$ cat config.mk
export PLATFORM = sky130hd
export DESIGN_NAME = vnode_scaled_update
export DESIGN_NICKNAME = d
export VERILOG_FILES = /design/src/rtl/vnu_pkg.sv /design/src/rtl/vnu_sum_tree.sv /design/src/rtl/vnu_edge_lane.sv /design/src/rtl/vnode_scaled_update.sv
export SDC_FILE = /design/constraint.sdc
export NUM_CORES = 1
export LEC_CHECK = 0
export CORE_ASPECT_RATIO = 1.25
export CORE_MARGIN = 1
export CORE_UTILIZATION = 52
export CTS_CLUSTER_DIAMETER = 40
export DETAILED_ROUTE_END_ITERATION = 10
export HOLD_SLACK_MARGIN = 0.02
export PLACE_DENSITY = 0.79
export SKIP_CTS_REPAIR_TIMING = 1
export SLEW_MARGIN = 15
export SYNTH_ARGS = -nofsm -noshare
export SYNTH_HDL_FRONTEND = slang
export SYNTH_SLANG_ARGS = --single-unit
$ cat constraint.sdc
create_clock -name clk -period 5.1 [get_ports clk]
set_input_delay 0.51 -clock clk [delete_from_list [all_inputs] [get_ports clk]]
set_output_delay 0.51 -clock clk [all_outputs]
set_load 0.02 [all_outputs]
$ cat src/rtl/vnu_pkg.sv
package vnu_pkg;
  // Width of an internal sum holding deg+1 operands of msg_w bits without wrap.
  function automatic int vnu_sum_width(input int msg_w, input int deg);
    return msg_w + $clog2(deg + 1);
  endfunction
endpackage

$ cat src/rtl/vnu_sum_tree.sv
module vnu_sum_tree #(
  parameter int MSG_W = 5,
  parameter int DEG   = 3,
  parameter int SUM_W = 7
) (
  input  logic [DEG*MSG_W-1:0]    msgs_i,
  input  logic signed [MSG_W-1:0] init_i,
  output logic signed [SUM_W-1:0] total_o,
  output logic                    neg_o
);
  logic signed [SUM_W-1:0] acc;

  always_comb begin
    acc = SUM_W'(init_i);
    for (int k = 0; k < DEG; k++) begin
      acc = acc + SUM_W'($signed(msgs_i[k*MSG_W +: MSG_W]));
    end
  end

  assign total_o = acc;
  assign neg_o   = acc[SUM_W-1];
endmodule

$ cat src/rtl/vnu_edge_lane.sv
module vnu_edge_lane #(
  parameter int MSG_W = 5,
  parameter int SUM_W = 7
) (
  input  logic signed [SUM_W-1:0] total_i,
  input  logic signed [MSG_W-1:0] own_i,
  output logic signed [SUM_W-1:0] ext_sum_o,
  output logic signed [MSG_W-1:0] ext_o,
  output logic                    sat_o
);
  localparam logic signed [SUM_W-1:0] LIM = SUM_W'((1 << (MSG_W - 1)) - 1);

  // Floor-rounded three-quarter scaling using two arithmetic shifts.
  function automatic logic signed [SUM_W-1:0] scale34(input logic signed [SUM_W-1:0] x);
    return (x >>> 1) + (x >>> 2);
  endfunction

  logic signed [SUM_W-1:0] excl;
  logic signed [SUM_W-1:0] scaled;

  assign excl      = total_i - SUM_W'(own_i);
  assign scaled    = scale34(excl);
  assign ext_sum_o = excl;

  always_comb begin
    sat_o = 1'b0;
    if (scaled > LIM) begin
      ext_o = LIM[MSG_W-1:0];
      sat_o = 1'b1;
    end else if (scaled < -LIM) begin
      ext_o = -LIM[MSG_W-1:0];
      sat_o = 1'b1;
    end else begin
      ext_o = scaled[MSG_W-1:0];
    end
  end
endmodule

$ cat src/rtl/vnode_scaled_update.sv
module vnode_scaled_update #(
  parameter int MSG_W = 5,
  parameter int DEG   = 3
) (
  input  logic                 clk,
  input  logic                 rst_n,
  input  logic [DEG*MSG_W-1:0] chk_msg_i,
  input  logic [MSG_W-1:0]     init_i,
  output logic [DEG*MSG_W-1:0] ext_msg_o,
  output logic                 code_bit_o
);
  import vnu_pkg::*;
  localparam int SUM_W = vnu_sum_width(MSG_W, DEG);
  localparam logic signed [MSG_W-1:0] OUT_LIM = MSG_W'((1 << (MSG_W - 1)) - 1);

  logic signed [SUM_W-1:0] total_w;
  logic                    neg_w;
  logic signed [MSG_W-1:0] lane_ext [DEG];
  logic signed [SUM_W-1:0] lane_sum [DEG];
  logic [DEG-1:0]          lane_sat;
  logic signed [MSG_W-1:0] ext_q [DEG];
  logic                    code_q;

  vnu_sum_tree #(.MSG_W(MSG_W), .DEG(DEG), .SUM_W(SUM_W)) u_tree (
    .msgs_i (chk_msg_i),
    .init_i ($signed(init_i)),
    .total_o(total_w),
    .neg_o  (neg_w)
  );

  for (genvar g = 0; g < DEG; g++) begin : g_lane
    vnu_edge_lane #(.MSG_W(MSG_W), .SUM_W(SUM_W)) u_lane (
      .total_i  (total_w),
      .own_i    ($signed(chk_msg_i[g*MSG_W +: MSG_W])),
      .ext_sum_o(lane_sum[g]),
      .ext_o    (lane_ext[g]),
      .sat_o    (lane_sat[g])
    );

    always_ff @(posedge clk) begin
      if (!rst_n) ext_q[g] <= '0;
      else        ext_q[g] <= lane_ext[g];
    end

    assign ext_msg_o[g*MSG_W +: MSG_W] = ext_q[g];


    ext_range_chk: assert property (@(posedge clk) disable iff (!rst_n)
      ext_q[g] != {1'b1, {(MSG_W-1){1'b0}}});


    sat_hold_chk: assert property (@(posedge clk) disable iff (!rst_n)
      ($past(rst_n) && $past(lane_sat[g])) |-> (ext_q[g] == OUT_LIM || ext_q[g] == -OUT_LIM));


    sign_keep_chk: assert property (@(posedge clk) disable iff (!rst_n)
      ($past(rst_n) && $past(lane_sum[g]) >= 0) |->
        (ext_q[g] >= 0 && SUM_W'(ext_q[g]) <= $past(lane_sum[g])));
  end

  always_ff @(posedge clk) begin
    if (!rst_n) code_q <= 1'b0;
    else        code_q <= neg_w;
  end
  assign code_bit_o = code_q;


  code_bit_chk: assert property (@(posedge clk) disable iff (!rst_n)
    $past(rst_n) |-> (code_bit_o == $past(neg_w)));


  zero_in_chk: assert property (@(posedge clk) disable iff (!rst_n)
    ($past(rst_n) && $past(chk_msg_i) == '0 && $past(init_i) == '0) |->
      (ext_msg_o == '0 && !code_bit_o));
endmodule

* Word level (Yosys, flattened, before mapping)
Memories as Yosys holds them, arrays and structs flattened.
Index checks and enable logic that the tools add are counted.
** Word-level totals
- Register bits :: 1
- RAM bits :: 15
- Input port bits :: 22
- Memories :: 1
** Memories
- ext_q :: depth 3, width 5, rd ports 3, clocked after memory_dff 0, write ports 3, line vnode_scaled_update.sv:21 : logic signed [MSG_W-1:0] ext_q [DEG];
** Cells by class
- Add/subtract/negate cells :: 9
- Order comparisons :: 6
- Muxes and demuxes :: 11
- Bitwise gates (word level) :: 3
** Operators with widths (number)
- two-way mux 5 bit :: 9
- adder 6 x 5 -> 7 bit :: 4
- > comparator 7 x 5 -> 1 bit (second input constant) :: 3
- less-than comparator 7 x 5 -> 1 bit (second input constant) :: 3
- subtractor 7 x 5 -> 7 bit :: 3
- adder 7 x 5 -> 7 bit :: 1
- adder 5 x 5 -> 6 bit :: 1
- bitwise OR 1 bit :: 3
- two-way mux 1 bit :: 2

* Logic depth before layout (Yosys ltp)
- Word-level depth :: 9
- Depth in mapped cells :: 25
- Depth with buffers taken out :: 25

* Hierarchy
Synthesis repeated with hierarchy kept, for this count alone.
** Second synthesis, totals
- Cells, all modules :: 490
- Area total of the unflattened synthesis :: 3968.8 um^2
** Modules (own cells, without submodules)
- vnu_edge_lane (g_lane[1].u_lane) :: times used 1, cells each 162, area an instance 1172.4 um^2, seq. area each 0.0 um^2
- vnu_edge_lane (g_lane[0].u_lane) :: times used 1, cells each 133, area an instance 985.9 um^2, seq. area each 0.0 um^2
- vnu_edge_lane (g_lane[2].u_lane) :: times used 1, cells each 117, area an instance 904.6 um^2, seq. area each 0.0 um^2
- vnu_sum_tree :: times used 1, cells each 45, area an instance 459.2 um^2, seq. area each 0.0 um^2
- vnode_scaled_update :: times used 1, cells each 33, area an instance 446.7 um^2, seq. area each 320.3 um^2

* Worst setup path after synthesis
OpenSTA, ideal clock, no wires.
- Kind :: in2reg
- Start :: in chk_msg_i[1]
- End :: mem ext_q[0][0]
- Arrival :: 5462 ps
- Data required time :: 4981 ps
- Path slack :: -481 ps
- Stages on the path :: 22
- Path through :: inv_1 > fa_1 > inv_1 > fa_1 > ha_1 > inv_1 > fa_1 > inv_1 > a21o_1 > a21oi_1 > xnor2_1 > ha_1 > nor4b_2 > a2111o_1 > a211oi_4 > inv_2 > ha_1 > or3b_2 > nand2_1 > o31a_1 > or3_1 > o221a_1
** RTL lines
- from (decl) :: line vnode_scaled_update.sv:7 : input logic [DEG*MSG_W-1:0] chk_msg_i,
- to (decl) :: line vnode_scaled_update.sv:21

==> run metrics <==
area share of the largest cell type after synthesis=15.1%; crit-path leading delay family=adder cells; clock-pin slew of the registers on the worst-case setup and hold paths=60 ps; Worst Hold Class=primary input to register; max-cap violations=0; Buffers on Ports=37; RSZ-0062 raised after global routing=yes; synth top area cells=ha_1 (15%), fa_1 (11%), dfxtp_1 (11%); failing checks=negative setup slack; number of vias per cell=6.67; drt total wl=13.0 mm; hold-critical path depth=2; Worst EP required=5240 ps; post-DP HPWL=7.56 mm; 1st-pass router iterations=6; first-pass GRT wire length=14.9 mm; Critical Path End Type=register; Largest stage delay, worst path=530 ps; count of cell types in the netlist=62; Placer Congestion=0.958; clock buffer depth=2; measured slew at the worst slew-check pin=1140 ps; mapped cell area=0.00298 mm2; critical path buffer and inverter count=9; nets=619; Finish-stage setup viols=15; boundary pin count=38; global-route total usage across every layer=29.8%; Tcrit/Tclk final=113%; count leader, synth=inv_1; CTS tree=yes; Die Span X=69.8 um; Crit Path Max Fanout=7; Avg Cell Area, Syn=8.11 um2; critical path class=primary input to register; initial drt markers=532; Die ar.=0.00605 mm2; initial antenna violation count=0; Starting Density=54.5%; Worst Path Arrival=5910 ps; Die Y=86.7 um; Tmin final=5760 ps; Post-synth top cells=inv_1 (39), ha_1 (36), a21oi_1 (19); Final Hold Vio Count=0; EDFF count, synth=0; Final Max Tran Viols=0; WL per Instance=21.4 um; final core utilization=91.8%; vias post-DR=4,042; Synth Net Count=443; clk sinks=16; post-synthesis sequential area ratio=10.7%; cells after synthesis=368; layout cell share with drive strength beyond 1=44.5%; Remaining DRCs=0; placed insts=585; total gr overflow=0; Area Overhead vs Synth=68.6%; fillers=217; number of global-route vias before repair=3,542; Yosys reg bits=16; Final ANT Viol Nets=0; Slew Limit Headroom=23.4%; pin count of the biggest net entering global routing=12; leading area contributor after synthesis=ha_1; row count=30; H-tree depth=1; FFs w/ async S/R, synth=0%; Crit-path slowest cell=fa_1; run status=finished, violations left; CORE AREA=0.00548 mm2; Final WS setup=-664 ps; Num CTS Buffers=3; Startpoint Class=primary input; CTS root buf=clkbuf_8; yosys warns=0; Achievable Freq=0.173 GHz; dominant synthesized flop cell=dfxtp_1; Diodes inserted=0; Critical Path Stages=26; Final Instance Count excl. Fillers=606
## registers in the layout (all words and copies together), names as in the netlist
| signal | flops |
|---|---|
| ext_q | 15 |
| code_bit_o | 1 |
## per-layer routing
layer  track usage (%)  up-vias  part of all wire (%)
met5                 0        -                     0
met3              2.09      117                   7.2
met1              30.9     1881                    34
met2              61.6      318                    51
li1                  -     1726                     -
met4              11.1        0                   8.1
## stage by stage
step	worst slack [ps]	hold WS, ps	TNS [ps]	area, um2
floorplan	-293	849	-2580	3140
global placement	-1080	1300	-14710	4470
detailed placement	-1290	1300	-18000	4470
CTS	-1040	1120	-14440	4510
global route	-744	1160	-9950	5030
finish	-664	1140	-8940	5030
## path summary, 6_finish.rpt
check | end | startpoint
worst min-delay path | ext_q[0][0] | rst_n
worst max-delay path | ext_q[0][0] | chk_msg_i[1]
## final cells by class
| cell class | instances | area (um2) | area share (%) |
|---|---|---|---|
| Tap cell | 64 | 80.1 | 1.59 |
| Clock buffer | 3 | 41.3 | 0.821 |
| Sequential cell | 16 | 320 | 6.37 |
| Timing Repair Buffer | 178 | 1470 | 29.2 |
| Multi-Input combinational cell | 303 | 2950 | 58.6 |
| Inverter | 42 | 173 | 3.43 |
## layout by cell type, fill, tap and decap left out, drive strengths merged, types with 4 or more instances in the layout
cell type and n:
xor2 7, dlymetal6s2s 9, a221oi 4, a21boi 5, nor3 16, nor2b 7, nand3 13, dfxtp 16
ha 36, or3b 4, a21oi 19, fa 17, o22ai 4, xnor2 10, nand4 6, and2 4
o32ai 4, nor2 18, buf 144, a21o 6, nand2 17, inv 42, or3 4, a211oi 9
o21ai 12, clkdlybuf4s50 25, nand2b 7, nor3b 10, a32o 5, and3 10
## logic make-up (layout without fill, tap and decap cells)
| group | Yosys count | after routing | synth area share [%] |
|---|---|---|---|
| fa+ha+maj | 53 | 53 | 26.5 |
| mux | 1 | 1 | 0.377 |
| xor+xnor | 17 | 17 | 4.99 |
| simple gates | 125 | 125 | 23.7 |
| compound gates | 107 | 107 | 27.5 |
| buf+inv | 49 | 223 | 6.16 |
| flops | 16 | 16 | 10.7 |
Power is not shown: default switching activity piles up to over one toggle a cycle in this logic, so the estimate is an artifact.
